File: src/rtl/ext_irq_pkg.sv
package ext_irq_pkg;
  localparam int unsigned NUM_PINS   = 6;
  localparam int unsigned MODE_W     = 8;
  localparam int unsigned ID_W       = 3;
  localparam int unsigned SYNC_DEPTH = 2;
  localparam int unsigned LVL_BIT    = 0;

  // polarity field position of a pin
  function automatic int unsigned pol_pos(input int unsigned pin);
    return pin + 1;
  endfunction

  // bits of the mode register that software may read back
  function automatic logic [MODE_W-1:0] read_mask();
    logic [MODE_W-1:0] m;
    m = '0;
    m[LVL_BIT]    = 1'b1;
    m[pol_pos(0)] = 1'b1;
    return m;
  endfunction
endpackage

File: src/rtl/ext_irq_sync.sv
module ext_irq_sync #(
  parameter int unsigned WIDTH  = 6,
  parameter int unsigned STAGES = 2
) (
  input  logic             clk,
  input  logic             rst_n,
  input  logic [WIDTH-1:0] async_i,
  output logic [WIDTH-1:0] sync_o
);
  logic [WIDTH-1:0] chain [STAGES];

  for (genvar s = 0; s < STAGES; s++) begin : g_stage
    always_ff @(posedge clk or negedge rst_n) begin
      if (!rst_n) chain[s] <= '0;
      else if (s == 0) chain[s] <= async_i;
      else chain[s] <= chain[(s == 0) ? 0 : s-1];
    end
  end

  assign sync_o = chain[STAGES-1];
endmodule

File: src/rtl/ext_irq_modereg.sv
module ext_irq_modereg
  import ext_irq_pkg::*;
#(
  parameter int unsigned W = MODE_W
) (
  input  logic         clk,
  input  logic         rst_n,
  input  logic         we,
  input  logic [W-1:0] wdata,
  output logic [W-1:0] mode,
  output logic [W-1:0] rdata
);
  localparam logic [W-1:0] RMASK = W'(read_mask());

  always_ff @(posedge clk or negedge rst_n) begin
    if (!rst_n) mode <= '0;
    else if (we) mode <= wdata;
  end

  assign rdata = mode & RMASK;

  assert_write_lands_R2: assert property (@(posedge clk) disable iff (!rst_n)
    we |=> (mode == $past(wdata)));
  assert_hold_without_write_R2: assert property (@(posedge clk) disable iff (!rst_n)
    !we |=> $stable(mode));
endmodule

File: src/rtl/ext_irq_edge.sv
module ext_irq_edge #(
  parameter bit HAS_LEVEL = 1'b0
) (
  input  logic clk,
  input  logic rst_n,
  input  logic smp,
  input  logic pol_fall,
  input  logic lvl_en,
  input  logic clr_hit,
  output logic req_o
);
  logic prev_q;
  logic flag_q;
  logic hit;

  // previous sample follows the raw synchronised level, whatever the polarity
  always_ff @(posedge clk or negedge rst_n) begin
    if (!rst_n) prev_q <= 1'b0;
    else prev_q <= smp;
  end

  assign hit = pol_fall ? (prev_q & ~smp) : (smp & ~prev_q);

  always_ff @(posedge clk or negedge rst_n) begin
    if (!rst_n) flag_q <= 1'b0;
    else if (hit) flag_q <= 1'b1;
    else if (clr_hit) flag_q <= 1'b0;
  end

  if (HAS_LEVEL) begin : g_level
    assign req_o = lvl_en ? smp : flag_q;
  end else begin : g_edge
    logic unused_lvl;
    assign unused_lvl = lvl_en;
    assign req_o = flag_q;
  end

  assert_sticky_R6: assert property (@(posedge clk) disable iff (!rst_n)
    (flag_q && !clr_hit) |=> flag_q);
  assert_clear_drops_R6: assert property (@(posedge clk) disable iff (!rst_n)
    (clr_hit && !hit) |=> !flag_q);
  assert_edge_wins_R7: assert property (@(posedge clk) disable iff (!rst_n)
    hit |=> flag_q);
  assert_no_set_without_edge_R9: assert property (@(posedge clk) disable iff (!rst_n)
    (!flag_q && !hit) |=> !flag_q);
endmodule

File: src/rtl/ext_irq_detect.sv
module ext_irq_detect
  import ext_irq_pkg::*;
#(
  parameter int unsigned PINS  = NUM_PINS,
  parameter int unsigned SYNC  = SYNC_DEPTH,
  localparam int unsigned MW   = PINS + 2,
  localparam int unsigned IW   = $clog2(PINS + 1)
) (
  input  logic          clk,
  input  logic          rst_n,
  input  logic [PINS-1:0] pin_i,
  input  logic          cfg_we,
  input  logic [MW-1:0] cfg_wdata,
  output logic [MW-1:0] cfg_rdata,
  input  logic          clr_en,
  input  logic [IW-1:0] clr_id,
  output logic [PINS-1:0] irq_req
);
  logic [PINS-1:0] smp;
  logic [MW-1:0]   mode;

  ext_irq_sync #(.WIDTH(PINS), .STAGES(SYNC)) u_sync (
    .clk(clk), .rst_n(rst_n), .async_i(pin_i), .sync_o(smp)
  );

  ext_irq_modereg #(.W(MW)) u_mode (
    .clk(clk), .rst_n(rst_n), .we(cfg_we), .wdata(cfg_wdata),
    .mode(mode), .rdata(cfg_rdata)
  );

  for (genvar p = 0; p < PINS; p++) begin : g_pin
    logic clr_hit;
    assign clr_hit = clr_en && (clr_id == IW'(p));
    ext_irq_edge #(.HAS_LEVEL(p == 0)) u_edge (
      .clk(clk), .rst_n(rst_n), .smp(smp[p]),
      .pol_fall(mode[pol_pos(p)]), .lvl_en(mode[LVL_BIT]),
      .clr_hit(clr_hit), .req_o(irq_req[p])
    );
  end
endmodule

File: config.mk
export PLATFORM = sky130hd
export DESIGN_NAME = ext_irq_detect
export DESIGN_NICKNAME = d
export VERILOG_FILES = /design/src/rtl/ext_irq_pkg.sv /design/src/rtl/ext_irq_sync.sv /design/src/rtl/ext_irq_modereg.sv /design/src/rtl/ext_irq_edge.sv /design/src/rtl/ext_irq_detect.sv
export SDC_FILE = /design/constraint.sdc
export NUM_CORES = 1
export LEC_CHECK = 0
export BUFFER_PORTS_ARGS = -buffer_cell sky130_fd_sc_hd__buf_2
export CORE_ASPECT_RATIO = 0.6
export CORE_MARGIN = 5
export CORE_UTILIZATION = 44
export CTS_BUF_LIST = sky130_fd_sc_hd__clkbuf_8
export CTS_CLUSTER_SIZE = 10
export DETAILED_ROUTE_END_ITERATION = 10
export PLACE_DENSITY_LB_ADDON = 0.2
export SLEW_MARGIN = 20
export SYNTH_ARGS = -nofsm -noshare
export SYNTH_HDL_FRONTEND = slang
export SYNTH_SLANG_ARGS = --single-unit
export TNS_END_PERCENT = 100
File: constraint.sdc
create_clock -name clk -period 1.1 [get_ports clk]
set_clock_uncertainty 0.1 [all_clocks]
set_input_delay 0.275 -clock clk [delete_from_list [all_inputs] [get_ports clk]]
set_output_delay 0.275 -clock clk [all_outputs]
set_load 0.02 [all_outputs]
==> metrics.md, run 1 <==
| Metric | Value |
|---|---|
| Syn Inst Count | `79` |
| Yosys top cell by area | `dfrtp_1` |
| Via-per-instance ratio | `4.80` |
| Congestion Overflow GR | `0` |
| Syn Area/Cell | `14.9 um2` |
| Synth Area in Simple Gates | `12.0%` |
| Max Slew Vio Count | `0` |
| RSZ-0062 raised after global routing | `yes` |
| Clk sinks | `31` |
| Maximum vdd drop | `0.000940 V` |
| Antenna Nets Post-Route | `0` |
| Post-route cell area | `1590 um2` |
| Ant. Diodes | `0` |
| Crit path launch type | `flip-flop` |
| Leakage Power | `0.740 nW` |
| I/O pin total | `35` |
| Die H | `50.1 um` |
| CTS tree | `built` |
| Latest clock arrival within the worst-skew pair | `0.27 ns` |
| Worst-path fanout max | `2` |
| Final Hold Slack | `0.0117 ns` |
| Initial DRC count | `21` |
| Longest Clk Path Bufs | `2` |
| Routed wire length | `2000 um` |
| Crit path required time | `0.72 ns` |
| Distinct cells, synth | `13` |
| Synth Cell Area | `1180 um2` |
| Status | `finished, violations left` |
| Global-route wire length before repair | `3260 um` |
| Core Region | `2540 um2` |
| IO buf count | `27` |
| Fmax | `0.683 GHz` |
| Register bit total from synthesis | `31` |
| Tmin final | `1.46 ns` |
| Failing checks | `negative setup slack` |
| Drt first pass iters | `5` |
| RePlAce Congestion | `0.710` |
| Synth Area in Compound Gates | `5.09%` |
| Layout cells sized above 1 | `46.0%` |
| Tcrit/Tclk final | `133%` |
| XOR/XNOR share of the synthesized area | `0%` |
| Slowest cell on the critical path | `dfrtp_1` |
| Via count | `749` |
| Setup TNS | `-1.02 ns` |
| Kind of critical path | `reg2out` |
| Placed Area | `1330 um2` |
| DIE WIDTH | `76.9 um` |
| Number of synthesized flops with an enable pin | `0` |
| PnR worst setup slack | `-0.365 ns` |
| CP arrival | `1.09 ns` |
| Root buffer cell | `clkbuf_8` |
| GRT Util Overall | `11.3%` |
| Num rows | `14` |
| Mux contribution to synthesized area | `7.64%` |
| Hold Path Class | `in2reg` |
| Top_reg_cell synth | `dfrtp_1` |
| Final Total Pwr | `2.49 mW` |
| Worst-path clk slew | `0.06 ns` |
| CTS Buf Count | `5` |
| R2R depth | `3` |
| Setup violators final | `9` |
| Post-synthesis adder-cell area fraction | `0%` |
| Cells along the critical path | `mux2_4, buf_6` |
| Ys Warns | `0` |
| Initial Utilization | `46.5%` |
| Synth top cells by count | `dfrtp_1 (31), buf_4 (14), mux2_2 (8), a221o_1 (6)` |
| WL/cell | `12.8 um` |
| Post-synth ARST share | `100%` |
| Worst setup EP type | `primary output` |
| Crit path largest cell delay | `0.39 ns` |
| Cell Pwr Density | `1570 nW/um2` |
| Synth top area share | `65.7%` |
| Largest cells by area after synthesis | `dfrtp_1 (66%), buf_4 (8.9%), mux2_2 (7.6%)` |
| Sequential share of the synthesized area | `65.7%` |
| DIE AREA | `3850 um2` |
| CTS HTree Levels | `2` |
| DRC | `0` |
| Vias in the first global route | `729` |
| Area Growth Syn to Fin | `35.0%` |
| MaxCap Viol Count | `0` |
| Final hold viol count | `0` |
| Largest net degree at the start of global routing | `32` |
| Post-layout net count | `144` |
| Main combinational cell family by area after synthesis | `simple AND/OR/NAND/NOR gates` |
| Top-count cell post-synth | `dfrtp_1` |
| Antenna violations before repair | `0` |
| Worst Hold Depth | `1` |
[path summary, 6_finish.rpt]
kind	to	slack (ns)	from
worst max-delay path	irq_req[0]	-0.36	u_mode.mode[0]
worst min-delay path	u_sync.chain[6]	0.01	pin_i[0]
worst max register to register	g_pin[0].u_edge.flag_q	-0.05	u_mode.mode[1]
worst min register to register	u_sync.sync_o[4]	0.25	u_sync.chain[10]
max in group asynchronous	g_pin[0].u_edge.prev_q	0.35	rst_n
min in group asynchronous	u_sync.chain[7]	0.38	rst_n
[final cells by class]
cell class	instances	area, um2
tap	32	40.0
fill	201	947
clock buffer	5	68.8
multi-input combinational	38	325
timing repair buffer	47	370
sequential	31	776
clock inverter	3	12.5
[metal layers]
metal	wire, um	vias up	GRT usage [%]
li1	-	351	-
met1	818	372	12.6
met2	997	22	18.5
met3	154	4	5.27
met4	27	0	5.23
met5	0	-	0
[through the flow]
step / std cells / util, % / setup slack (ns)
floorplan: 84 / - / -0.210
global placement: 135 / 52.5 / -0.338
finish: 156 / 62.7 / -0.365
global route: 156 / 62.7 / -0.406
detailed placement: 135 / 52.5 / -0.351
CTS: 153 / 61.3 / -0.382
[placed cells by master, fill, tap and decap left out]
master         instances
or4b_1                 1
nand4b_1               2
and3b_1                2
dfrtp_1               31
buf_2                 18
nor2b_1                3
buf_12                 1
nor2b_4                1
conb_1                 6
dlygate4sd3_1          5
a221o_1                6
nand4bb_1              3
mux2_2                 7
buf_4                 13
clkbuf_8               5
nor3b_1                4
inv_1                  2
buf_6                 10
mux2_4                 1
nor2_1                 2
clkinv_2               1
[critical path: cells and delay by family (launching register included)]
kind,cells,cell delay [ns]
buf+inv,1,0.13
flops,1,0.39
mux,1,0.30
[state kept, by name, summed over array words and instances (netlist names)]
register	count
g_pin.u_edge.flag_q	1
g_pin.u_edge.req_o	5
u_mode.mode	7
u_sync.sync_o	6
u_sync.chain	6
g_pin.u_edge.prev_q	6
[cell families (layout without fill, tap and decap cells)]
logic type	count (synthesis)	count (layout)
mux	8	8
other cells	1	6
compound gates	6	6
flops	31	31
buf+inv	15	55
simple gates	18	18
[report_power, final]
part	internal, mW	switching [mW]
clock	0.423	0.364
combinational	0.251	0.170
sequential	1.23	0.0552
[timing repair]
action,CTS,global route
endpoints found under the hold margin,34,1
setup endpoints to repair,9,9
hold buffers,4,1
pin swaps,0,1
buffers inserted,6,2
gates resized for setup,17,3
(Power assumes the default switching activity.)
==> inputs of run 2 (changes only) <==
--- a/config.mk
+++ b/config.mk
@@ -9,7 +9,7 @@
 export CORE_ASPECT_RATIO = 0.6
 export CORE_MARGIN = 5
 export CORE_UTILIZATION = 44
-export CTS_BUF_LIST = sky130_fd_sc_hd__clkbuf_8
+export CTS_BUF_LIST = sky130_fd_sc_hd__clkbuf_2
 export CTS_CLUSTER_SIZE = 10
 export DETAILED_ROUTE_END_ITERATION = 10
 export PLACE_DENSITY_LB_ADDON = 0.2
==> metrics.md, run 2 (synthesized netlist as in run 1, its figures left out) <==
| Metric | Value |
|---|---|
| Status | `finished, violations left` |
| Failing checks | `negative setup slack` |
| DIE AREA | `3850 um2 (unchanged)` |
| Vias in the first global route | `741 (+1.6%)` |
| Placed Cells | `135 (unchanged)` |
| Global-route wire length before repair | `3310 um (+1.3%)` |
| Root buffer cell | `clkbuf_2` |
| Largest Register | `u_mode.mode` |
| WL/cell | `12.7 um (-0.87%)` |
| Core Region | `2540 um2 (unchanged)` |
| Top delay family on crit path | `flip-flops` |
| Ant. Diodes | `0 (unchanged)` |
| Initial DRC count | `8 (-62%)` |
| DRC | `0 (unchanged)` |
| Congestion Overflow GR | `0 (unchanged)` |
| MaxCap Viol Count | `0 (unchanged)` |
| CP arrival | `1.18 ns (+0.09 ns)` |
| Most common cell after layout, fill and taps aside | `dfrtp_1` |
| Fmax | `0.644 GHz (-5.6%)` |
| WP depth | `2 (unchanged)` |
| Final Util | `61.6% (-1.1 points)` |
| Final Non-Filler Cells | `158 (+1.3%)` |
| Most frequent cells in the layout | `dfrtp_1 (31), buf_2 (19), buf_4 (13)` |
| Worst setup EP type | `primary output` |
| Antenna violations before repair | `0 (unchanged)` |
| Setup violators final | `10 (+1)` |
| Worst-path fanout max | `2 (unchanged)` |
| Hold Path Class | `in2reg` |
| Crit path required time | `0.72 ns (about the same)` |
| GRT Util Overall | `11.6% (+0.31 points)` |
| Layout cells sized above 1 | `46.8% (+0.86 points)` |
| Tmin final | `1.55 ns (+0.0875 ns)` |
| Clk sinks | `31 (unchanged)` |
| Crit path largest cell delay | `0.41 ns (+0.02 ns)` |
| Maximum vdd drop | `0.000728 V (-23%)` |
| Max Slew Vio Count | `0 (unchanged)` |
| Register area | `776 um2 (unchanged)` |
| Post-layout net count | `146 (+1.4%)` |
| I/O pin total | `35 (unchanged)` |
| Via-per-instance ratio | `4.80 (about the same)` |
| Via count | `759 (+1.3%)` |
| Max reg flops | `7 (unchanged)` |
| Antenna Nets Post-Route | `0 (unchanged)` |
| Final Hold Slack | `0.0562 ns (+0.0445 ns)` |
| Cell Pwr Density | `1420 nW/um2 (-9.2%)` |
| Initial Utilization | `46.5% (unchanged)` |
| DIE WIDTH | `76.9 um (unchanged)` |
| Kind of critical path | `reg2out` |
| Cells along the critical path | `mux2_4, buf_6` |
| IO buf count | `27 (unchanged)` |
| PnR worst setup slack | `-0.452 ns (-0.0875 ns)` |
| R2R depth | `3 (unchanged)` |
| Final hold viol count | `0 (unchanged)` |
| Leakage Power | `0.728 nW (-1.6%)` |
| Crit path buf inv count | `1 (unchanged)` |
| CTS tree | `built` |
| Area Growth Syn to Fin | `32.7%` |
| Latest clock arrival within the worst-skew pair | `0.34 ns (+0.07 ns)` |
| CTS HTree Levels | `2 (unchanged)` |
| CTS Buf Count | `5 (unchanged)` |
| Tcrit/Tclk final | `141% (+8.0 points)` |
| RePlAce Congestion | `0.710 (unchanged)` |
| Slowest cell on the critical path | `dfrtp_1` |
| Multi-input gate area | `325 um2 (unchanged)` |
| Worst Hold Depth | `2 (+1)` |
| Layout fillers | `204 (+1.5%)` |
| Longest Clk Path Bufs | `2 (unchanged)` |
| Num rows | `14 (unchanged)` |
| Drt first pass iters | `4 (-1)` |
| Crit path launch type | `flip-flop` |
| RSZ-0062 raised after global routing | `yes` |
| Die H | `50.1 um (unchanged)` |
| Largest net degree at the start of global routing | `32 (unchanged)` |
| Worst-path clk slew | `0.14 ns (+0.08 ns)` |
| Routed wire length | `2010 um (+0.40%)` |
run 2: final cells by class:
| type | count | share of cell area, % |
|---|---|---|
| clock buffers | 7 | 2.24 |
| clock inverters | 1 | 0.320 |
| multi-input cells | 38 | 20.8 |
| flip-flops and latches | 31 | 49.6 |
| well taps | 32 | 2.56 |
| repair buffers | 49 | 24.5 |
run 2: routing by layer:
metal	global-route usage [%]	share of wire, %	vias to the layer above
li1	-	-	359
met1	12.6	41	372
met2	18.7	50	26
met3	6.36	8.8	2
met4	5.23	0.40	0
met5	0	0	-
run 2: path summary, 6_finish.rpt:
path	startpoint	end	slack [ns]
setup / recovery	u_mode.mode[0]	irq_req[0]	-0.45
hold / removal	cfg_wdata[3]	u_mode.mode[3]	0.06
setup reg to reg	g_pin[3].u_edge.req_o	g_pin[3].u_edge.req_o	-0.07
hold reg to reg	u_sync.chain[11]	u_sync.sync_o[5]	0.27
max in group asynchronous	rst_n	g_pin[0].u_edge.prev_q	0.44
min in group asynchronous	rst_n	u_sync.chain[7]	0.29
run 2: power breakdown:
| part | internal, mW | switching (mW) | leakage, nW |
|---|---|---|---|
| Sequential | 1.23 | 0.0556 | 0.351 |
| Clock | 0.174 | 0.342 | 0.0330 |
| Combinational | 0.255 | 0.171 | 0.345 |
run 2: metrics by stage:
stage          TNS [ns]  instance area, um2  setup WS, ns  total power [mW]
6_report          -1.83                1570        -0.452              2.22
5_1_grt           -2.50                1570        -0.528              2.36
3_5_place_dp      -1.40                1330        -0.351              1.61
2_1_floorplan    -0.287                1210        -0.210              1.52
3_3_place_gp      -1.33                1330        -0.338              1.59
4_1_cts           -2.10                1550        -0.500              2.26
run 2: worst register-to-register path, stage by stage, from the launching register on:
cell	delay (ns)
dfrtp_1	0.42
buf_4	0.13
buf_4	0.12
a221o_1	0.30
run 2: what timing repair did:
item,in CTS,in global routing
setup buffers,6,2
hold buffers,7,0
resized for setup,18,0
setup endpoints to repair,9,9
hold endpoints to repair,37,0
